<file path="src/rtl/sgi_pkg.sv">
package sgi_pkg;
  typedef struct packed {
    logic [7:0] aff3;
    logic [7:0] aff2;
    logic [7:0] aff1;
    logic [7:0] aff0;
  } aff_t;

  localparam int LIST_W  = 16;
  localparam int INTID_W = 4;
  localparam int INTID_LO = 24;
endpackage

</file>
<file path="src/rtl/sgi_decode.sv">
module sgi_decode
  import sgi_pkg::*;
#(
  parameter int NC  = 2,
  parameter int PES = 4
) (
  input  logic [63:0]        wdata_i,
  input  aff_t               self_i,
  input  logic               secure_i,
  input  logic               rs_en_i,
  input  logic               dist_rs_i,
  input  logic               sec_dis_i,
  input  logic [NC*PES-1:0]  ns_allow_i,
  output logic [NC*PES-1:0]  mask_o,
  output logic               bad_o
);
  localparam int NPE = NC * PES;

  logic [LIST_W-1:0] list;
  logic [7:0]        f_aff1, f_aff2, f_aff3;
  logic              mode;
  logic [3:0]        rs, rs_eff;
  logic              drop, cl_ok, bad;
  logic [NPE-1:0]    hit, allow;
  logic              unused_bits;

  assign list   = wdata_i[15:0];
  assign f_aff1 = wdata_i[23:16];
  assign f_aff2 = wdata_i[39:32];
  assign f_aff3 = wdata_i[55:48];
  assign mode   = wdata_i[40];
  assign rs     = wdata_i[47:44];
  assign unused_bits = ^{wdata_i[63:56], wdata_i[43:41], wdata_i[31:28], wdata_i[27:24]};

  assign rs_eff = rs_en_i ? rs : 4'd0;
  assign drop   = rs_en_i && !dist_rs_i && (rs != 4'd0);
  assign cl_ok  = (f_aff3 == 8'd0) && (f_aff2 == 8'd0) && (int'(f_aff1) < NC);

  for (genvar p = 0; p < NPE; p++) begin : g_pe
    localparam int A1 = p / PES;
    localparam int A0 = p % PES;
    logic is_self;
    assign is_self = (self_i.aff3 == 8'd0) && (self_i.aff2 == 8'd0) &&
                     (int'(self_i.aff1) == A1) && (int'(self_i.aff0) == A0);
    assign hit[p] = mode ? !is_self
                         : (cl_ok && (int'(f_aff1) == A1) &&
                            ((A0 / 16) == int'(rs_eff)) && list[A0 % 16]);
  end

  assign allow = (!secure_i && !sec_dis_i) ? ns_allow_i : '1;

  always_comb begin
    bad = 1'b0;
    for (int n = 0; n < LIST_W; n++) begin
      if (list[n] && !(cl_ok && ((int'(rs_eff) * 16 + n) < PES))) bad = 1'b1;
    end
  end

  assign mask_o = drop ? '0 : (hit & allow);
  assign bad_o  = bad && !mode && !drop;
endmodule

</file>
<file path="src/rtl/sgi_pick.sv">
module sgi_pick #(
  parameter int N = 8,
  parameter int W = (N > 1) ? $clog2(N) : 1
) (
  input  logic [N-1:0] vec_i,
  output logic [W-1:0] idx_o,
  output logic         any_o
);
  always_comb begin
    idx_o = '0;
    for (int i = N - 1; i >= 0; i--) begin
      if (vec_i[i]) idx_o = W'(i);
    end
  end
  assign any_o = |vec_i;
endmodule

</file>
<file path="src/rtl/sgi_dispatch.sv">
module sgi_dispatch
  import sgi_pkg::*;
#(
  parameter int NC    = 2,
  parameter int PES   = 4,
  parameter int IDX_W = (NC * PES > 1) ? $clog2(NC * PES) : 1
) (
  input  logic                 clk_i,
  input  logic                 rst_ni,
  input  logic                 req_valid_i,
  output logic                 req_ready_o,
  input  logic [63:0]          req_data_i,
  input  logic [31:0]          self_aff_i,
  input  logic                 secure_i,
  input  logic                 rs_en_i,
  input  logic                 dist_rs_i,
  input  logic                 sec_dis_i,
  input  logic [NC*PES-1:0]    ns_allow_i,
  output logic                 dlv_valid_o,
  input  logic                 dlv_ready_i,
  output logic [IDX_W-1:0]     dlv_target_o,
  output logic [INTID_W-1:0]   dlv_intid_o,
  output logic                 busy_o,
  output logic                 err_o
);
  localparam int NPE = NC * PES;

  logic [NPE-1:0]     dec_mask, pend_q;
  logic               dec_bad, any, accept, take;
  logic [IDX_W-1:0]   pick_idx;
  logic [INTID_W-1:0] intid_q;
  logic               err_q;

  sgi_decode #(.NC(NC), .PES(PES)) u_dec (
    .wdata_i    (req_data_i),
    .self_i     (aff_t'(self_aff_i)),
    .secure_i   (secure_i),
    .rs_en_i    (rs_en_i),
    .dist_rs_i  (dist_rs_i),
    .sec_dis_i  (sec_dis_i),
    .ns_allow_i (ns_allow_i),
    .mask_o     (dec_mask),
    .bad_o      (dec_bad)
  );

  sgi_pick #(.N(NPE), .W(IDX_W)) u_pick (
    .vec_i (pend_q),
    .idx_o (pick_idx),
    .any_o (any)
  );

  assign busy_o       = any;
  assign req_ready_o  = !any;
  assign dlv_valid_o  = any;
  assign dlv_target_o = pick_idx;
  assign dlv_intid_o  = intid_q;
  assign err_o        = err_q;
  assign accept       = req_valid_i && req_ready_o;
  assign take         = dlv_valid_o && dlv_ready_i;

  always_ff @(posedge clk_i or negedge rst_ni) begin
    if (!rst_ni) begin
      pend_q  <= '0;
      intid_q <= '0;
      err_q   <= 1'b0;
    end else begin
      err_q <= accept && dec_bad;
      if (accept) begin
        pend_q  <= dec_mask;
        intid_q <= req_data_i[INTID_LO +: INTID_W];
      end else if (take) begin
        pend_q[pick_idx] <= 1'b0;
      end
    end
  end

  AST_ERR_AFTER_ACCEPT: assert property (@(posedge clk_i) disable iff (!rst_ni)
    err_o |-> $past(req_valid_i && req_ready_o));

  AST_ONE_PER_TAKE: assert property (@(posedge clk_i) disable iff (!rst_ni)
    take |=> ($countones(pend_q) == $countones($past(pend_q)) - 1));

  AST_ASCENDING: assert property (@(posedge clk_i) disable iff (!rst_ni)
    take |=> (!dlv_valid_o || (dlv_target_o > $past(dlv_target_o))));

  AST_HOLD_ON_STALL: assert property (@(posedge clk_i) disable iff (!rst_ni)
    (dlv_valid_o && !dlv_ready_i) |=>
      (dlv_valid_o && $stable(dlv_target_o) && $stable(dlv_intid_o)));

  AST_NO_ACCEPT_BUSY: assert property (@(posedge clk_i) disable iff (!rst_ni)
    busy_o |=> (busy_o || $past(take)));

  AST_PEND_TARGET: assert property (@(posedge clk_i) disable iff (!rst_ni)
    dlv_valid_o |-> pend_q[dlv_target_o]);
endmodule

</file>
<file path="config.mk">
export PLATFORM = sky130hd
export DESIGN_NAME = sgi_dispatch
export DESIGN_NICKNAME = d
export VERILOG_FILES = /design/src/rtl/sgi_pkg.sv /design/src/rtl/sgi_decode.sv /design/src/rtl/sgi_pick.sv /design/src/rtl/sgi_dispatch.sv
export SDC_FILE = /design/constraint.sdc
export NUM_CORES = 1
export LEC_CHECK = 0
export BUFFER_PORTS_ARGS = -buffer_cell sky130_fd_sc_hd__buf_2
export CAP_MARGIN = 15
export CORE_ASPECT_RATIO = 1.75
export CORE_MARGIN = 4
export CORE_UTILIZATION = 31
export DETAILED_ROUTE_END_ITERATION = 8
export PLACE_DENSITY = 0.77
export RECOVER_POWER = 25
export SLEW_MARGIN = 15
export SYNTH_ARGS = -nofsm -noshare
export SYNTH_HDL_FRONTEND = slang
export SYNTH_SLANG_ARGS = --single-unit
</file>
<file path="constraint.sdc">
create_clock -name clk_i -period 1.6 [get_ports clk_i]
set_input_delay 0.24 -clock clk_i [delete_from_list [all_inputs] [get_ports clk_i]]
set_output_delay 0.24 -clock clk_i [all_outputs]
set_load 0.005 [all_outputs]
</file>
* Word-level counts from Yosys, hierarchy flattened
Cells that the tools add are included.
Cells by class: eq/ne operators 5, muxes and demuxes 39, bitwise operators 3, reduce and logical (&&, ||, !) cells 107, add/sub/neg operators 15, magnitude comparators 19
Operators by type and width (number):
- 32-bit by 4-bit < comparator with 1-bit output, second input constant | 15
- 8-bit by 4-bit adder with 9-bit output, second input constant | 8
- 1-bit logical AND | 66
- 8-bit logical NOT | 7
- 8-bit by 3-bit adder with 9-bit output, second input constant | 4
- 8-bit 2-to-1 mux | 4
- 1-bit logical NOT | 30
- 1-bit 2-to-1 mux | 25
- 8-bit by 2-bit equality test with 1-bit output, second input constant | 3
- 3-bit 2-to-1 mux | 8
- 8-bit by 2-bit adder with 9-bit output, second input constant | 2
- 8-bit bitwise AND | 2
- 8-bit by 3-bit equality test with 1-bit output, second input constant | 2
- 8-bit by 1-bit adder with 9-bit output, second input constant | 1
- 8-bit by 2-bit < comparator with 1-bit output, second input constant | 1
- 8-bit by 3-bit < comparator with 1-bit output, second input constant | 1
- 8-bit inverter | 1
- 8-bit OR reduction | 1
- 4-bit logical NOT | 1
- 3-bit by 4-bit < comparator with 1-bit output, second input constant | 1
- 4-bit 2-to-1 mux | 1
- 4-bit nonzero test | 1
- 1-bit demux with 3-bit select | 1
- 3-bit by 1-bit greater-or-equal comparator with 1-bit output, second input constant | 1
- 2-bit nonzero test | 1
Word-level totals: logic and storage cells 191, bits of input ports 112, register bits 13, output and inout port bits 11

* Longest topological paths before layout
depth in word-level cells 25, mapped depth 6, depth with buffers taken out 5

* Cells and area by module
Synthesis repeated with hierarchy kept, for this count alone.
Unflattened totals: cell total of the unflattened synthesis 134, area total of the unflattened synthesis 1091.0 µm²
By module, submodules not included:
- sgi_dispatch | seq. area each 325.3 µm², area an instance 568.0 µm², cells each 52, times used 1
- sgi_decode | seq. area each 0.0 µm², area an instance 441.7 µm², cells each 69, times used 1
- sgi_pick | seq. area each 0.0 µm², area an instance 81.3 µm², cells each 13, times used 1

* Least setup slack after synthesis
OpenSTA, ideal clock, no wires.
path type input to register, start point in self_aff_i[26], end point reg pend_q[0], buffers on the path 0, stages 5, required time 1479 ps, setup time 121 ps, arrival time 1494 ps, path slack -15 ps, cells stage by stage or4_1 nor3_4 nand3_1 o221a_1 a22o_1
On the way: cells in the longest elaborated chain, start to end 9
Ends and longest elaborated chain:
- start: declaration | RTL line sgi_dispatch.sv:13 | input logic [31:0] self_aff_i,
- 8-bit logical NOT | RTL line sgi_decode.sv:43 | assign is_self = (self_i.aff3 == 8'd0) && (self_i.aff2 == 8'd0) &&
- 1-bit logical AND (2 in series) | RTL line sgi_decode.sv:43
- 1-bit logical AND | RTL line sgi_decode.sv:44 | (int'(self_i.aff1) == A1) && (int'(self_i.aff0) == A0);
- 1-bit logical NOT | RTL line sgi_decode.sv:45 | assign hit[p] = mode ? !is_self
- 1-bit 2-to-1 mux | RTL line sgi_decode.sv:45
- 8-bit bitwise AND | RTL line sgi_decode.sv:59 | assign mask_o = drop ? '0 : (hit & allow);
- 8-bit 2-to-1 mux | RTL line sgi_decode.sv:59
- 8-bit 2-to-1 mux | RTL line sgi_dispatch.sv:68 | if (accept) begin
- end signal: assignment | RTL line sgi_dispatch.sv:69 | pend_q <= dec_mask;
- end: declaration | RTL line sgi_dispatch.sv:28 | logic [NPE-1:0] dec_mask, pend_q;
Every way passes these cells. A chain may end at the register's enable or synchronous reset.

* Worst setup path after layout
start point reg pend_q[2], end point out dlv_target_o[2]
On the way: cells in the longest elaborated chain, start to end 3
Ends and longest elaborated chain:
- 3-bit 2-to-1 mux (3 in series) | RTL line sgi_pick.sv:12 | if (vec_i[i]) idx_o = W'(i);
- end: declaration | RTL line sgi_dispatch.sv:21 | output logic [IDX_W-1:0] dlv_target_o,
Every way passes these cells.

==> results.md <==
* Worst hold slack at 0.214 ns
* Yosys warnings at 0
* Yosys top cell by area: dfrtp_1
* GRT overflow at 0
* Power per Cell Area at ~1300 nW/µm²
* Pin count of the biggest net entering global routing at 14
* CP Capture Type: output pin
* Synth unique cells at 46
* Final setup fails at 7
* Syn avg cell area at 8.46 µm²
* Nets at ~380
* I/O pins at 123
* Vias at 1629
* Clk slew on worst S/H paths at 0.06 ns
* Synth top area cells: dfrtp_1 29%, nor4_1 6.8%, o21ai_0 4.1%, mux2_2 4.1%, nor4_4 3.8%
* Startpoint Class: flop
* # DRC at 0
* Critical path required time at 1.36 ns
* Worst setup path category: flop to output pin
* Hold Crit Depth at 2
* Clock Tree Root: clkbuf_8
* Final WS setup at -0.109 ns
* Clk_skew at roughly 0.0076 ns
* Post-synthesis cell area at 1110 µm²
* Leakage at between 0.9 and 1 nW
* Clock buffer depth at 2
* Fin crit share at 1.07
* Hold crit path type: input pin to flop
* Most used routing layer: met2
* Die X at 53.2 µm
* Avg WL per Cell at 14.3 µm
* CP max stage delay at just over 0.4 ns
* TritonCTS Buffers at 3
* Tmin final at roughly 1.7 ns
* Detailed Place HPWL at 3650 µm
* Antenna diodes at 0
* Hold violation total from the final report at 0
* Unrepaired setup endpoints after global routing: true
* Worst reg2reg path depth at 6
* Initial Utilization at 0.326
* Status: finished, violations left
* Final wirelength at 4380 µm
* Met3 Track Usage GR at 0.0326
* Slew @ Worst Pin at 0.743 ns
* Global-route wire length before repair at approximately 6800 µm
* First-iteration detailed-routing DRC count at 42
* Die Height at just under 90 µm
* Worst-Skew Late Latency at 0.25 ns
* Initial antenna violation count at 0
* Area growth, synth to finish at 83.6%
* Ratio of cells with drive above 1 in the final layout at 0.649
* Via density per instance at between 5 and 6
* Drt pass-1 iters at 4
* CORE AREA at 3400 µm²
* Port Buffers at 107
* Site Rows at 28
* Critical path's slowest cell: nor4_4
* GRT Overall Usage at 0.196
* Final Max Tran Viols at 0
* Htree depth at 1
* Clk sinks at 13
* Worst-path maximum fanout at 4
* Max rail drop VDD at 682 µV
* Seq cells post-synth at 13
* Vias in the first global route at about 1700
* MaxCap Viol Count at 0
* Die footprint at 4630 µm²
* Post-synthesis sequential area ratio at 0.293
* Slew headroom at 0.504
* Gp weighted congestion at between 0.9 and 1
* Fmax at between 500 and 600 MHz
* Met2 usage at 0.366
* Failing checks: setup timing
* Antenna-violating nets left at 0
* Synth Instances at 131
* Cell breakdown of the critical path: nor4_4 -> buf_4 -> nor2b_1 -> buf_2
* Mapped Nets at 243
* Met1 usage in global routing at 0.192
* Synth top area share at 0.293
* CTS tree: built
* Crit path arrival time at 1.47 ns
* Final core utilization at 0.599
## per-layer routing
| layer | up-vias | part of all wire |
|---|---|---|
| met5 | - | 0 |
| met4 | 0 | 0.031 |
| met3 | 11 | 0.072 |
| met2 | 71 | 0.57 |
| met1 | 760 | 0.33 |
| li1 | 787 | - |
## kinds of logic (layout without fill, tap and decap cells)
group,after synthesis,count (layout),share of synthesized area
compound gates,39,39,0.247
buf+inv,14,145,0.0519
flops,13,13,0.293
mux,4,4,0.0406
simple gates,61,61,0.367
## worst max-delay path, delay by kind of cell (launching register included)
kind          cells  cell delay [ns]
flops             1             0.40
buf+inv           2             0.30
simple gates      2             0.52
## sequential cells by signal, indices dropped and copies added (netlist names)
register,count
pend_q,8
dlv_intid_o,4
err_o,1
## cell usage in the layout (no fill, tap or decap), drive strengths merged, types with 4 or more instances in the layout
master  synthesis  routed
mux2            4       4
a21oi           4       4
dfrtp          13      13
nor2            7       7
or4             4       4
inv            10      10
nand3           4       4
nor4           15      15
o21ai          11      11
buf             2     129
nor3           10      10
nand2           8       8
nand4           4       4
clkbuf          2       4
## what timing repair did
action | in CTS | in global routing
endpoints found under the setup margin | 9 | 14
hold endpoints to repair | 13 | 0
gates resized for setup | 5 | 23
buffers inserted | 2 | 4
pin swaps | 4 | 13
hold buffers | 1 | 0
## power by group
group / total [mW] / internal [mW] / switching (mW)
clock: 0.305 / 0.173 / 0.132
combinational: 1.72 / 0.943 / 0.781
sequential: 0.598 / 0.466 / 0.132
## area by class of cell
| cell class | instances | area (µm²) |
|---|---|---|
| Fill cell | 328 | 1360 |
| Multi-Input combinational cell | 104 | 845 |
| Timing Repair Buffer | 131 | 724 |
| Sequential cell | 13 | 327 |
| Tap cell | 45 | 56.3 |
| Clock buffer | 3 | 41.3 |
| Inverter | 10 | 37.5 |
| Clock inverter | 1 | 5.00 |
## final timing paths
check                                           startpoint                         end  slack, ns
worst max-delay path                 pend_q[2]$_DFFE_PN0P_             dlv_target_o[2]      -0.11
worst min-delay path                        req_data_i[24]  dlv_intid_o[0]$_DFFE_PN0P_       0.21
worst max register to register       pend_q[2]$_DFFE_PN0P_       pend_q[4]$_DFFE_PN0P_          0
worst min register to register  dlv_intid_o[0]$_DFFE_PN0P_  dlv_intid_o[0]$_DFFE_PN0P_       0.50
max in group asynchronous                           rst_ni       pend_q[6]$_DFFE_PN0P_       0.52
min in group asynchronous                           rst_ni  dlv_intid_o[2]$_DFFE_PN0P_       0.57
## synth_stat cells, drive strengths merged
cell type	count
o31ai	2
a311oi	2
o211ai	2
and4	1
nand2b	1
nand4	4
nor3	10
inv	10
o2111ai	1
and2	1
a31oi	3
a211oi	2
o22ai	1
a21oi	4
nand2	8
o21ai	11
nor4	15
clkbuf	2
a21o	1
nor2	7
o41ai	1
nor2b	1
a32oi	1
nand3	4
o21bai	1
or2	2
a41oi	2
or4	4
dfrtp	13
mux2	4
o221a	1
or3	3
o221ai	2
a22o	1
buf	2
o21a	1
## through the flow
stage	setup WS (ns)	area (µm²)	setup TNS, ns	power (mW)	cells
final	-0.109	2040	-0.386	2.63	307
after global routing	-0.155	2040	-1.11	2.82	307
after detailed placement	-0.196	1810	-0.954	1.84	296
after global placement	-0.148	1810	-0.775	1.81	296
after floorplan	0.000373	1110	0	1.24	131
after CTS	-0.0907	1910	-0.421	2.31	303
No activity file was read; power rests on OpenSTA's default activity.
